## config.mk

```make
export PLATFORM = sky130hd
export DESIGN_NAME = label_spill_stack
export DESIGN_NICKNAME = d
export VERILOG_FILES = /design/src/rtl/lss_pkg.sv /design/src/rtl/lss_ctrl.sv /design/src/rtl/lss_dp.sv /design/src/rtl/label_spill_stack.sv
export SDC_FILE = /design/constraint.sdc
export NUM_CORES = 1
export LEC_CHECK = 0
export ABC_AREA = 0
export CORE_ASPECT_RATIO = 0.6
export CORE_UTILIZATION = 45
export CTS_BUF_LIST = sky130_fd_sc_hd__clkbuf_16
export DETAILED_ROUTE_END_ITERATION = 10
export HOLD_SLACK_MARGIN = 0.1
export PLACE_DENSITY = 0.73
export SYNTH_ARGS = -nofsm -noshare
export SYNTH_HDL_FRONTEND = slang
export SYNTH_HIERARCHICAL = 1
export SYNTH_SLANG_ARGS = --single-unit
```

## constraint.sdc

```tcl
create_clock -name clk -period 8.6 [get_ports clk]
set_input_delay 2.15 -clock clk [delete_from_list [all_inputs] [get_ports clk]]
set_output_delay 2.15 -clock clk [all_outputs]
set_load 0.01 [all_outputs]
```

## src/rtl/lss_pkg.sv

```systemverilog
package lss_pkg;

  typedef enum logic [1:0] {
    OP_PUSH = 2'd0,
    OP_POP  = 2'd1,
    OP_PEEK = 2'd2,
    OP_RSVD = 2'd3
  } stackOp_e;

  typedef enum logic [2:0] {
    MEM_NONE,
    MEM_SPILL,
    MEM_REFILL,
    MEM_SAVE,
    MEM_RESTORE
  } memMode_e;

  typedef struct packed {
    logic     doPush;
    logic     doPop;
    logic     doRsp;
    logic     lsrLoad;
    logic     shiftDown;
    logic     refillWr;
    logic     refillLast;
    logic     ctxStart;
    logic     ctxLoad;
    logic     ctxClear;
    logic     ctxActivate;
    memMode_e mode;
  } lssStrobe_t;

endpackage

```

## src/rtl/lss_ctrl.sv

```systemverilog
module lss_ctrl
  import lss_pkg::*;
#(
  parameter int DEPTH = 8,
  parameter int PTR_W = 4,
  parameter int CNT_W = 8,
  parameter int IDX_W = 4
) (
  input  logic             clk,
  input  logic             rstN,
  input  logic             reqValid,
  input  logic [1:0]       reqOp,
  input  logic             ctxValid,
  input  logic             ctxSaveEn,
  input  logic             ctxRestoreEn,
  input  logic             lsrWe,
  input  logic             memAck,
  input  logic [PTR_W-1:0] ptr,
  input  logic [CNT_W-1:0] spillCnt,
  input  logic             active,
  output logic             reqReady,
  output logic             ctxDone,
  output lssStrobe_t       strobe,
  output logic [IDX_W-1:0] idx
);

  localparam int HALF = DEPTH / 2;
  localparam int IMG  = DEPTH + 3;

  typedef enum logic [2:0] {
    S_IDLE, S_SPILL, S_SHIFT, S_REFILL, S_SAVE, S_RESTORE, S_END
  } ctrlState_e;

  ctrlState_e state;
  logic       restoreFlag;
  logic       isPush, needSpill, needRefill, accept;
  logic       lastHalf, lastImg;

  always_comb begin
    isPush     = (reqOp == OP_PUSH);
    needSpill  = active && isPush && (ptr == PTR_W'(DEPTH));
    needRefill = active && !isPush && (ptr == '0) && (spillCnt != '0);
    reqReady   = (state == S_IDLE) && !ctxValid && !needSpill && !needRefill;
    accept     = reqValid && reqReady;
    lastHalf   = (idx == IDX_W'(HALF - 1));
    lastImg    = (idx == IDX_W'(IMG - 1));
    ctxDone    = (state == S_END);

    strobe             = '0;
    strobe.mode        = MEM_NONE;
    strobe.doPush      = accept && isPush && active;
    strobe.doPop       = accept && (reqOp == OP_POP) && active;
    strobe.doRsp       = accept && !isPush;
    strobe.lsrLoad     = (state == S_IDLE) && !ctxValid && lsrWe && active;
    strobe.ctxStart    = (state == S_IDLE) && ctxValid;
    case (state)
      S_SPILL:   strobe.mode = MEM_SPILL;
      S_SHIFT:   strobe.shiftDown = 1'b1;
      S_REFILL: begin
        strobe.mode       = MEM_REFILL;
        strobe.refillWr   = memAck;
        strobe.refillLast = memAck && lastHalf;
      end
      S_SAVE:    strobe.mode = MEM_SAVE;
      S_RESTORE: begin
        strobe.mode    = MEM_RESTORE;
        strobe.ctxLoad = memAck;
      end
      S_END: begin
        strobe.ctxClear    = !restoreFlag;
        strobe.ctxActivate = restoreFlag;
      end
      default: ;
    endcase
  end

  always_ff @(posedge clk or negedge rstN) begin
    if (!rstN) begin
      state       <= S_IDLE;
      idx         <= '0;
      restoreFlag <= 1'b0;
    end else begin
      case (state)
        S_IDLE: begin
          idx <= '0;
          if (ctxValid) begin
            restoreFlag <= ctxRestoreEn;
            if (ctxSaveEn)         state <= S_SAVE;
            else if (ctxRestoreEn) state <= S_RESTORE;
            else                   state <= S_END;
          end else if (reqValid && needSpill) begin
            state <= S_SPILL;
          end else if (reqValid && needRefill) begin
            state <= S_REFILL;
          end
        end
        S_SPILL: if (memAck) begin
          if (lastHalf) begin idx <= '0; state <= S_SHIFT; end
          else idx <= idx + 1'b1;
        end
        S_SHIFT: state <= S_IDLE;
        S_REFILL: if (memAck) begin
          if (lastHalf) begin idx <= '0; state <= S_IDLE; end
          else idx <= idx + 1'b1;
        end
        S_SAVE: if (memAck) begin
          if (lastImg) begin
            idx   <= '0;
            state <= restoreFlag ? S_RESTORE : S_END;
          end else idx <= idx + 1'b1;
        end
        S_RESTORE: if (memAck) begin
          if (lastImg) begin idx <= '0; state <= S_END; end
          else idx <= idx + 1'b1;
        end
        S_END:   state <= S_IDLE;
        default: state <= S_IDLE;
      endcase
    end
  end

endmodule

```

## src/rtl/lss_dp.sv

```systemverilog
module lss_dp
  import lss_pkg::*;
#(
  parameter int DEPTH   = 8,
  parameter int LABEL_W = 16,
  parameter int ADDR_W  = 16,
  parameter int PTR_W   = 4,
  parameter int CNT_W   = 8,
  parameter int IDX_W   = 4
) (
  input  logic               clk,
  input  logic               rstN,
  input  lssStrobe_t         strobe,
  input  logic [IDX_W-1:0]   idx,
  input  logic [LABEL_W-1:0] reqLabel,
  input  logic [LABEL_W-1:0] lsrData,
  input  logic [LABEL_W-1:0] memRdata,
  input  logic [ADDR_W-1:0]  procBase,
  input  logic [ADDR_W-1:0]  ctxSaveBase,
  input  logic [ADDR_W-1:0]  ctxRestoreBase,
  output logic [PTR_W-1:0]   ptr,
  output logic [CNT_W-1:0]   spillCnt,
  output logic               active,
  output logic [LABEL_W-1:0] lsrValue,
  output logic               rspValid,
  output logic [LABEL_W-1:0] rspLabel,
  output logic               rspEmpty,
  output logic               memReq,
  output logic               memWe,
  output logic [ADDR_W-1:0]  memAddr,
  output logic [LABEL_W-1:0] memWdata
);

  localparam int HALF   = DEPTH / 2;
  localparam int SLOT_W = $clog2(DEPTH);

  logic [LABEL_W-1:0] entry [DEPTH];
  logic [ADDR_W-1:0]  saveBaseQ, restoreBaseQ;
  logic [SLOT_W-1:0]  topSlot, idxSlot, imgSlot;
  logic [ADDR_W-1:0]  spillOff, refillOff;

  assign topSlot = SLOT_W'(ptr - 1'b1);
  assign idxSlot = SLOT_W'(idx);
  assign imgSlot = SLOT_W'(idx - IDX_W'(3));

  for (genvar e = 0; e < DEPTH; e++) begin : g_slot
    logic [LABEL_W-1:0] shiftVal;
    if (e < HALF) begin : g_low
      assign shiftVal = entry[e + HALF];
    end else begin : g_high
      assign shiftVal = entry[e];
    end
    always_ff @(posedge clk or negedge rstN) begin
      if (!rstN)                                       entry[e] <= '0;
      else if (strobe.shiftDown)                       entry[e] <= shiftVal;
      else if (strobe.refillWr && idx == IDX_W'(e))    entry[e] <= memRdata;
      else if (strobe.ctxLoad && idx == IDX_W'(e + 3)) entry[e] <= memRdata;
      else if (strobe.doPush && ptr == PTR_W'(e))      entry[e] <= reqLabel;
    end
  end

  always_ff @(posedge clk or negedge rstN) begin
    if (!rstN) begin
      ptr          <= '0;
      spillCnt     <= '0;
      lsrValue     <= '0;
      active       <= 1'b1;
      saveBaseQ    <= '0;
      restoreBaseQ <= '0;
    end else begin
      if (strobe.ctxStart) begin
        saveBaseQ    <= ctxSaveBase;
        restoreBaseQ <= ctxRestoreBase;
      end
      if (strobe.doPush) ptr <= ptr + 1'b1;
      else if (strobe.doPop && ptr != '0) ptr <= ptr - 1'b1;
      else if (strobe.shiftDown) begin
        ptr      <= PTR_W'(HALF);
        spillCnt <= spillCnt + 1'b1;
      end else if (strobe.refillLast) begin
        ptr      <= PTR_W'(HALF);
        spillCnt <= spillCnt - 1'b1;
      end else if (strobe.ctxLoad) begin
        if (idx == IDX_W'(0)) ptr      <= PTR_W'(memRdata);
        if (idx == IDX_W'(1)) spillCnt <= CNT_W'(memRdata);
        if (idx == IDX_W'(2)) lsrValue <= memRdata;
      end else if (strobe.ctxClear) begin
        ptr      <= '0;
        spillCnt <= '0;
        lsrValue <= '0;
        active   <= 1'b0;
      end else if (strobe.ctxActivate) begin
        active <= 1'b1;
      end
      if (strobe.lsrLoad) lsrValue <= lsrData;
    end
  end

  always_ff @(posedge clk or negedge rstN) begin
    if (!rstN) begin
      rspValid <= 1'b0;
      rspEmpty <= 1'b0;
      rspLabel <= '0;
    end else begin
      rspValid <= strobe.doRsp;
      if (strobe.doRsp) begin
        rspEmpty <= !active || (ptr == '0);
        rspLabel <= (!active || ptr == '0) ? '0 : entry[topSlot];
      end
    end
  end

  always_comb begin
    spillOff  = ADDR_W'(spillCnt) * ADDR_W'(HALF);
    refillOff = (ADDR_W'(spillCnt) - 1'b1) * ADDR_W'(HALF);
    memReq    = (strobe.mode != MEM_NONE);
    memWe     = (strobe.mode == MEM_SPILL) || (strobe.mode == MEM_SAVE);
    memAddr   = '0;
    memWdata  = '0;
    case (strobe.mode)
      MEM_SPILL: begin
        memAddr  = procBase + spillOff + ADDR_W'(idx);
        memWdata = entry[idxSlot];
      end
      MEM_REFILL:  memAddr = procBase + refillOff + ADDR_W'(idx);
      MEM_SAVE: begin
        memAddr = saveBaseQ + ADDR_W'(idx);
        if (idx == IDX_W'(0))      memWdata = LABEL_W'(ptr);
        else if (idx == IDX_W'(1)) memWdata = LABEL_W'(spillCnt);
        else if (idx == IDX_W'(2)) memWdata = lsrValue;
        else                       memWdata = entry[imgSlot];
      end
      MEM_RESTORE: memAddr = restoreBaseQ + ADDR_W'(idx);
      default: ;
    endcase
  end

endmodule

```

## src/rtl/label_spill_stack.sv

```systemverilog
module label_spill_stack
  import lss_pkg::*;
#(
  parameter int DEPTH   = 8,
  parameter int LABEL_W = 16,
  parameter int ADDR_W  = 16,
  parameter int CNT_W   = 8
) (
  input  logic               clk,
  input  logic               rstN,
  input  logic               reqValid,
  input  logic [1:0]         reqOp,
  input  logic [LABEL_W-1:0] reqLabel,
  output logic               reqReady,
  output logic               rspValid,
  output logic [LABEL_W-1:0] rspLabel,
  output logic               rspEmpty,
  input  logic               lsrWe,
  input  logic [LABEL_W-1:0] lsrData,
  output logic [LABEL_W-1:0] lsrValue,
  input  logic               ctxValid,
  input  logic               ctxSaveEn,
  input  logic               ctxRestoreEn,
  input  logic [ADDR_W-1:0]  ctxSaveBase,
  input  logic [ADDR_W-1:0]  ctxRestoreBase,
  output logic               ctxDone,
  input  logic [ADDR_W-1:0]  procBase,
  output logic               enforceOn,
  output logic               memReq,
  output logic               memWe,
  output logic [ADDR_W-1:0]  memAddr,
  output logic [LABEL_W-1:0] memWdata,
  input  logic               memAck,
  input  logic [LABEL_W-1:0] memRdata
);

  localparam int PTR_W = $clog2(DEPTH + 1);
  localparam int IDX_W = $clog2(DEPTH + 3);

  lssStrobe_t       strobe;
  logic [IDX_W-1:0] wordIdx;
  logic [PTR_W-1:0] stPtr;
  logic [CNT_W-1:0] stCnt;

  lss_ctrl #(.DEPTH(DEPTH), .PTR_W(PTR_W), .CNT_W(CNT_W), .IDX_W(IDX_W)) ctrl_i (
    .clk(clk), .rstN(rstN), .reqValid(reqValid), .reqOp(reqOp),
    .ctxValid(ctxValid), .ctxSaveEn(ctxSaveEn), .ctxRestoreEn(ctxRestoreEn),
    .lsrWe(lsrWe), .memAck(memAck), .ptr(stPtr), .spillCnt(stCnt),
    .active(enforceOn), .reqReady(reqReady), .ctxDone(ctxDone),
    .strobe(strobe), .idx(wordIdx)
  );

  lss_dp #(.DEPTH(DEPTH), .LABEL_W(LABEL_W), .ADDR_W(ADDR_W), .PTR_W(PTR_W),
           .CNT_W(CNT_W), .IDX_W(IDX_W)) dp_i (
    .clk(clk), .rstN(rstN), .strobe(strobe), .idx(wordIdx),
    .reqLabel(reqLabel), .lsrData(lsrData), .memRdata(memRdata),
    .procBase(procBase), .ctxSaveBase(ctxSaveBase), .ctxRestoreBase(ctxRestoreBase),
    .ptr(stPtr), .spillCnt(stCnt), .active(enforceOn), .lsrValue(lsrValue),
    .rspValid(rspValid), .rspLabel(rspLabel), .rspEmpty(rspEmpty),
    .memReq(memReq), .memWe(memWe), .memAddr(memAddr), .memWdata(memWdata)
  );

endmodule

```

Word-level counts from Yosys, hierarchy flattened
Cells that the tools add are included.

storage, ports and cells
  register bits = 215
  bits of input ports = 106
  output and inout bits = 71

operators by class
  $add $sub $neg = 13
  $lt $le $gt $ge = 3
  equality and inequality tests = 47
  multiplexer cells = 90
  bitwise operators = 8
  reduce and logical (&&, ||, !) cells = 86

operator list
  operator                                                   count
  2-to-1 mux 16 bit                                          46
  binary-select mux 16 bit (select 3 bit)                    3
  adder 16 x 4 -> 16 bit                                     4
  one-hot mux 16 bit (4 select lines)                        1
  logical AND 1 bit                                          45
  2-to-1 mux 4 bit                                           11
  2-to-1 mux 8 bit                                           5
  2-to-1 mux 3 bit                                           12
  equality test 4 x 3 -> 1 bit (second input constant)       8
  one-hot mux 16 bit (2 select lines)                        1
  nonzero test 4 bit                                         6
  nonzero test 3 bit                                         7
  adder 16 x 10 -> 16 bit                                    1
  adder 16 bit                                               1
  equality test 4 x 2 -> 1 bit (second input constant)       4
  equality test 4 bit (second input constant)                4
  != test 2 x 1 -> 1 bit (second input constant)             8
  one-hot mux 3 bit (5 select lines)                         1
  equality test 3 x 2 -> 1 bit (second input constant)       4
  equality test 3 bit (second input constant)                4
  greater-or-equal comparator 4 bit (second input constant)  3
  != test 2 bit (second input constant)                      6
  inverter 3 -> 4 bit                                        3
  one-hot mux 3 bit (4 select lines)                         1
  other kinds (30)                                           58

Depth between registers and ports, before layout
Gate-level depths: netlist of run 1.

  depth after elaboration = 15
  mapped depth = 19
  depth with buffers taken out = 16

Hierarchy
The synthesis of run 1 kept the hierarchy.

modules (own cells, without submodules)
  module    times used  cells each  area each (um^2)
  lss_dp    1           1702        16099.2
  lss_ctrl  1           93          710.7

Worst setup path before layout of run 1
OpenSTA, ideal clock, no wires.

  path kind = input to output
  from = in procBase[2]
  to = out memAddr[14]
  arrival = 4.618 ns
  slack = 1.832 ns
  stages = 11
  buffers on the path = 0
  path through = inv_1 > fa_1 > inv_1 > ha_1 > a21o_1 > nand4_1 > nand3_1 > a31oi_1 > o22ai_1 > or4b_2 > nand3_1

between the ends
  cells in the longest elaborated chain, start to end = 3

ends and longest elaborated chain
  element                                                  RTL line                      source
  start, declared                                          label_spill_stack.sv:27       input logic [ADDR_W-1:0] procBase,
  adder 16 bit or adder 16 x 10 -> 16 bit (tied branches)  lss_dp.sv:125, lss_dp.sv:122
  adder 16 x 4 -> 16 bit, on equally long branches         lss_dp.sv:125, lss_dp.sv:122
  one-hot mux 16 bit (4 select lines) (*)                  lss_dp.sv:120                 case (strobe.mode)
  end, declared                                            label_spill_stack.sv:31       output logic [ADDR_W-1:0] memAddr,

Mark *: on every way between the ends. The rest lies on a longest branch, timed or not.

Worst setup path in the final report of run 1
Same ends and word-level chain as after synthesis.

==> out/metrics.csv, run 1 <==
metric,value,unit
status,finished clean,
die area,38200,µm²
iteration-0 DRC count of the detailed router,1879,
Hold Path Depth,1,
synthesized area,16800,µm²
Post-layout nets,2047,
register area share after synthesis,32.0,%
Area after DPL,19000,µm²
drt pass-1 iters,7,
maximum vdd drop,171,µV
crit path launch,procBase[2],
final hold violations,0,
global-route wire length before repair,88.9,mm
Final Instance Area,19700,µm²
fmax,123,MHz
CP startpoint kind,input pin,
CP Capture Type,output pin,
"Arr. time, crit path",5990,ps
Starting Density,46.0,%
r2r worst-path depth,8,
RR Startpoint,ctrl_i/idx[0]$_DFFE_PN0P_,
post-DP HPWL,40.5,mm
max-slew violations,0,
Layout Area Growth over Synthesis,17.4,%
synth cell count leaders,"214 x dfrtp_1, 181 x nor2_1, 179 x a21oi_1, 179 x mux2i_1, 164 x nand2_1",
number of synthesized flops with an enable pin,0,
"Hold-fix buffers, CTS",0,
Yosys top cell by area,dfrtp_1,
post-CTS setup buffer count,0,
Die X,252,µm
I/O pins,177,
clk slew on worst S/H paths,60,ps
min-delay src,dp_i/rspEmpty$_DFFE_PN0P_,
Power Total,6130,µW
worst skew pair latency,580,ps
ratio of total power to cell area,311,nW/µm²
area of the multi-input gates,10800,µm²
total grt overflow,0,
Async SR Flop Fraction,100,%
GPL Wtd Cong,0.947,
clock root cell,clkbuf_16,
RSZ-0062 raised after global routing,no,
Num Clock Sinks,215,
Worst Hold End,dp_i/rspEmpty$_DFFE_PN0P_,
Synth Warn #,6,
Period minus WS final,8140,ps
core footprint,36600,µm²
GRT Util Overall,30.5,%
Area contributors post-synth,"dfrtp_1 32%, mux4_2 13%, mux2i_1 11%",
most frequent cell after synthesis,dfrtp_1,
drt drc,0,
top cell type's share of synthesized area,31.9,%
largest net degree at the start of global routing,104,
Synth Flop Type,dfrtp_1,
leakage power,0.00789,µW
via density per instance,6.35,
worst path required time,6450,ps
CTS Buf Count,24,
CTS Buffer Depth,3,
Site Rows,54,
reg-to-reg endpoint,dp_i/g_slot[2].shiftVal[10]$_DFFE_PN0P_,
Seq. cell area,5390,µm²
Final ANT Viol Nets,0,
setup_tns,0,ps
max cap viols,0,
port bufs,176,
Syn Nets,1966,
Reg2Reg Setup Slack,4370,ps
share of cells above drive strength 1,12.5,%
synth unique cells,82,
H-tree lvl count,1,
final period utilization,94.7,%
Setup Viol. Count Final,0,
Vias,15300,
vias in the first global route,14700,
"FF+latch count, synth",215,
slew at the pin closest to its max-slew limit,1300,ps
syn_area_per_cell,9.36,µm²
CTS tree,yes,
Cells after Synth,1795,
Chip Height,152,µm
critical path peak fanout,4,
worst slew margin relative to its limit,12.5,%
Hold Path Class,reg -> reg,
filler instances,3244,
initial antenna violation count,6,
Wirelength per Cell,24.3,µm
final WL,58.5,mm
clk_skew,32.9,ps
Crit Path Category,in -> out,
CTS resizes,0,
-- cell families (layout without fill, tap and decap cells) --
family                     Yosys count  in the layout  synth area share [%]
muxes                              310            310                  25.9
buffers and inverters              212            310                  5.08
xor gates and xnor gates            54             54                  2.81
other                                0              5                     0
adders and majority gates           65             65                  5.15
and+or+nand+nor                    475            475                  12.6
DFF                                215            215                  32.0
AOI/OAI and AO/OA                  464            464                  16.5
-- cell type report --
class / instances / share of cell area (%)
multi-input cells: 1368 / 54.6
inverters: 60 / 1.14
diodes: 5 / 0.0634
well taps: 504 / 3.20
clock inverters: 19 / 0.539
flip-flops and latches: 215 / 27.3
clock buffers: 24 / 3.04
repair buffers: 207 / 10.1
-- worst max path at each step --
stage             endpoint  slack (ps)  depth (start not counted)
6_report       memAddr[14]         460                         13
3_5_place_dp   memAddr[14]         480                         13
2_1_floorplan  memAddr[14]        1830                         11
4_1_cts        memAddr[14]         480                         13
3_3_place_gp   memAddr[14]         520                         13
5_1_grt        memAddr[14]         280                         13
-- power by group --
part	switching (µW)	internal (µW)
Clock	460	508
Combinational	1860	1530
Sequential	420	1340
-- sequential cells by signal (all words and copies together), names as in the netlist, 8 cells and up --
name                  flops
dp_i/lsrValue            16
dp_i/g_slot.shiftVal     64
dp_i/saveBaseQ           16
dp_i/restoreBaseQ        16
dp_i/spillCnt             8
dp_i/entry               64
dp_i/rspLabel            16
-- stage by stage --
step	std cells	utilization, %	setup slack, ps	hold WS, ps
CTS	2397	53.9	477	486
global placement	2354	52.0	518	467
finish	2402	54.0	456	477
detailed placement	2354	52.0	479	471
floorplan	1795	-	1830	478
global route	2399	53.9	275	515
-- cell usage in the layout, fill, tap and decap left out, drive strengths merged, types with 13 or more instances in the layout --
| cell type | Yosys | routed |
|---|---|---|
| ha | 58 | 58 |
| o21ai | 133 | 133 |
| mux4 | 96 | 96 |
| nand3 | 41 | 41 |
| nor3 | 15 | 15 |
| mux2 | 35 | 35 |
| xnor2 | 27 | 27 |
| nand2 | 164 | 164 |
| a21oi | 183 | 183 |
| inv | 60 | 66 |
| buf | 44 | 31 |
| clkinv | 0 | 13 |
| mux2i | 179 | 179 |
| xor2 | 27 | 27 |
| nor2 | 182 | 182 |
| clkdlybuf4s50 | 0 | 175 |
| a31oi | 14 | 14 |
| o22ai | 44 | 44 |
| clkbuf | 108 | 25 |
| dfrtp | 214 | 214 |
| a22oi | 13 | 13 |
| nor2b | 15 | 15 |
-- layer usage --
layer,global-route usage (%),wire length [µm]
met4,7.84,1510
met5,2.34,11
met2,42.3,23700
met3,10.8,7720
met1,44.5,25500
-- worst max-delay path, cell delays in order --
cell and delay [ps]:
clkdlybuf4s50_1 530, inv_1 90, fa_1 600, inv_1 60, ha_1 280, a21o_1 210
nand4_1 100, nand3_1 130, a31oi_1 340, o22ai_1 230, or4b_2 640, nand3_1 90
clkdlybuf4s50_1 550
(Power assumes the default switching activity.)
==> run 2, diff against run 1 <==
--- a/config.mk
+++ b/config.mk
@@ -7,11 +7,11 @@
 export LEC_CHECK = 0
 export ABC_AREA = 0
 export CORE_ASPECT_RATIO = 0.6
-export CORE_UTILIZATION = 45
+export CORE_UTILIZATION = 30
 export CTS_BUF_LIST = sky130_fd_sc_hd__clkbuf_16
 export DETAILED_ROUTE_END_ITERATION = 10
 export HOLD_SLACK_MARGIN = 0.1
-export PLACE_DENSITY = 0.73
+export PLACE_DENSITY = 0.55
 export SYNTH_ARGS = -nofsm -noshare
 export SYNTH_HDL_FRONTEND = slang
 export SYNTH_HIERARCHICAL = 1
==> run 2 against run 1 <==
Non-clock buffer count grew 5. Via count down 2.6%. Wire length rose by 6.1%. Register-to-register slack gained 420 ps. Clock skew grew 14 ps. Cell count rose by 10%. Critical path type unchanged.
==> out/metrics.csv, run 2 (same netlist as run 1, synthesis figures left out) <==
metric,value,unit,change
Vias,14900,,-2.6%
Crit Path Category,in -> out,,
leakage power,0.00803,µW,+1.8%
drt drc,0,,unchanged
max cap viols,0,,unchanged
core footprint,54800,µm²,+50%
"most common cell after layout, fill and taps aside",dfrtp_1,,
Die X,308,µm,+22%
global-route wire length before repair,93.4,mm,+5.0%
CP Capture Type,output pin,,
Hold Path Depth,1,,unchanged
area of the multi-input gates,10800,µm²,about the same
Site Rows,66,,+22%
worst slew margin relative to its limit,15.8,%,+3.3 points
Num Clock Sinks,215,,unchanged
I/O pins,177,,unchanged
status,finished clean,,
final period utilization,93.9,%,-0.82 points
Chip Height,185,µm,+22%
clk slew on worst S/H paths,60,ps,about the same
most frequent cells in the layout,"211 x dfrtp_1, 179 x mux2i_1, 178 x a21oi_1",,
Final ANT Viol Nets,0,,unchanged
final hold violations,0,,unchanged
final WL,62.0,mm,+6.1%
filler instances,5459,,+68%
Inst Count DP,2603,,+11%
GRT Util Overall,21.7,%,-8.9 points
post-DP HPWL,43.5,mm,+7.3%
H-tree lvl count,1,,unchanged
Wirelength per Cell,23.4,µm,-4.0%
CTS tree,yes,,
critical path peak fanout,2,,-2
iteration-0 DRC count of the detailed router,1756,,-6.5%
RSZ-0062 raised after global routing,no,,
clk_skew,46.5,ps,+13.6 ps
Finished Layout Cells,2654,,+10%
fmax,124,MHz,+0.87%
worst skew pair latency,590,ps,about the same
Period minus WS final,8070,ps,-70.6 ps
clock root cell,clkbuf_16,,
total grt overflow,0,,unchanged
drt pass-1 iters,8,,+1
r2r worst-path depth,8,,unchanged
Setup Viol. Count Final,0,,unchanged
"Arr. time, crit path",5920,ps,-70 ps
slew at the pin closest to its max-slew limit,1250,ps,-51.4 ps
CP startpoint kind,input pin,,
ratio of total power to cell area,316,nW/µm²,+1.7%
post-CTS setup buffer count,0,,unchanged
Hold Path Class,reg -> reg,,
vias in the first global route,14400,,-2.3%
CTS Buffer Depth,3,,unchanged
GPL Wtd Cong,0.895,,-5.4%
maximum vdd drop,145,µV,-15%
max-slew violations,0,,unchanged
die area,57000,µm²,+49%
port bufs,176,,unchanged
Layout Area Growth over Synthesis,21.0,%,
CTS resizes,0,,unchanged
share of cells above drive strength 1,13.5,%,+1.0 points
setup_tns,0,ps,unchanged
Seq. cell area,5390,µm²,unchanged
"Hold-fix buffers, CTS",0,,unchanged
initial antenna violation count,6,,unchanged
Post-layout nets,2054,,+0.34%
CTS Buf Count,26,,+8.3%
via density per instance,5.60,,-12%
largest net degree at the start of global routing,118,,+13%
Starting Density,30.7,%,-15 points
worst path required time,6450,ps,about the same
==> run 2: changes by cell type in the layout (fill, tap and decap cells not counted), moves of 2 or more <==
cell,before,now
bufinv_16,0,7
clkbuf_16,24,26
clkinv_2,3,6
buf_4,31,35
clkinv_1,8,4
inv_1,64,59
diode_2,5,3
==> run 2: path summary, 6_finish.rpt <==
check | startpoint | to | slack, ps
min in group asynchronous | rstN | dp_i/rspEmpty$_DFFE_PN0P_ | 1620
max | procBase[2] | memAddr[14] | 530
max in group asynchronous | rstN | dp_i/g_slot[2].shiftVal[0]$_DFFE_PN0P_ | 5770
max reg2reg | ctrl_i/idx[1]$_DFFE_PN0P_ | dp_i/g_slot[2].shiftVal[13]$_DFFE_PN0P_ | 4790
min | dp_i/rspEmpty$_DFFE_PN0P_ | dp_i/rspEmpty$_DFFE_PN0P_ | 480
min reg2reg | dp_i/rspEmpty$_DFFE_PN0P_ | dp_i/rspEmpty$_DFFE_PN0P_ | 480
==> run 2: power breakdown <==
part           internal, µW  total [µW]  switching (µW)
clock                   767        1270             500
combinational          1540        3410            1870
sequential             1340        1760             412
total                  3650        6430            2780
==> run 2: final cells by class <==
type	count	area share, %
antenna	3	0.0369
timing repair buffer	212	10.1
sequential	215	26.5
clock buffer	26	3.20
clock inverter	22	1.56
multi-input combinational	1368	52.9
tap	748	4.60
inverter	60	1.11
==> run 2: critical path: stages <==
cell	delay (ps)
clkdlybuf4s50_1	540
inv_1	90
fa_1	600
inv_1	70
ha_1	290
a21o_1	200
nand4_1	90
nand3_1	140
a31oi_1	290
o22ai_1	160
or4b_2	620
nand3_1	120
clkdlybuf4s50_1	560
==> run 2: per-layer routing <==
layer  vias to the layer above  GRT usage [%]  part of all wire (%)
li1                       6753              -                     -
met1                      7327           34.0                    49
met2                       711           28.7                    39
met3                        77           5.92                    10
met4                         6           4.52                   1.8
met5                         -              0                 0.066
==> run 2: metrics by stage <==
stage	instance area (µm²)	hold slack (ps)	setup WS (ps)	util [%]	total power [µW]
floorplan	16800	478	1830	-	3880
global placement	19400	472	519	35.4	5070
detailed placement	19400	471	550	35.4	5130
CTS	20300	489	537	37.1	6420
global route	20300	518	339	37.1	6840
finish	20300	477	526	37.2	6430
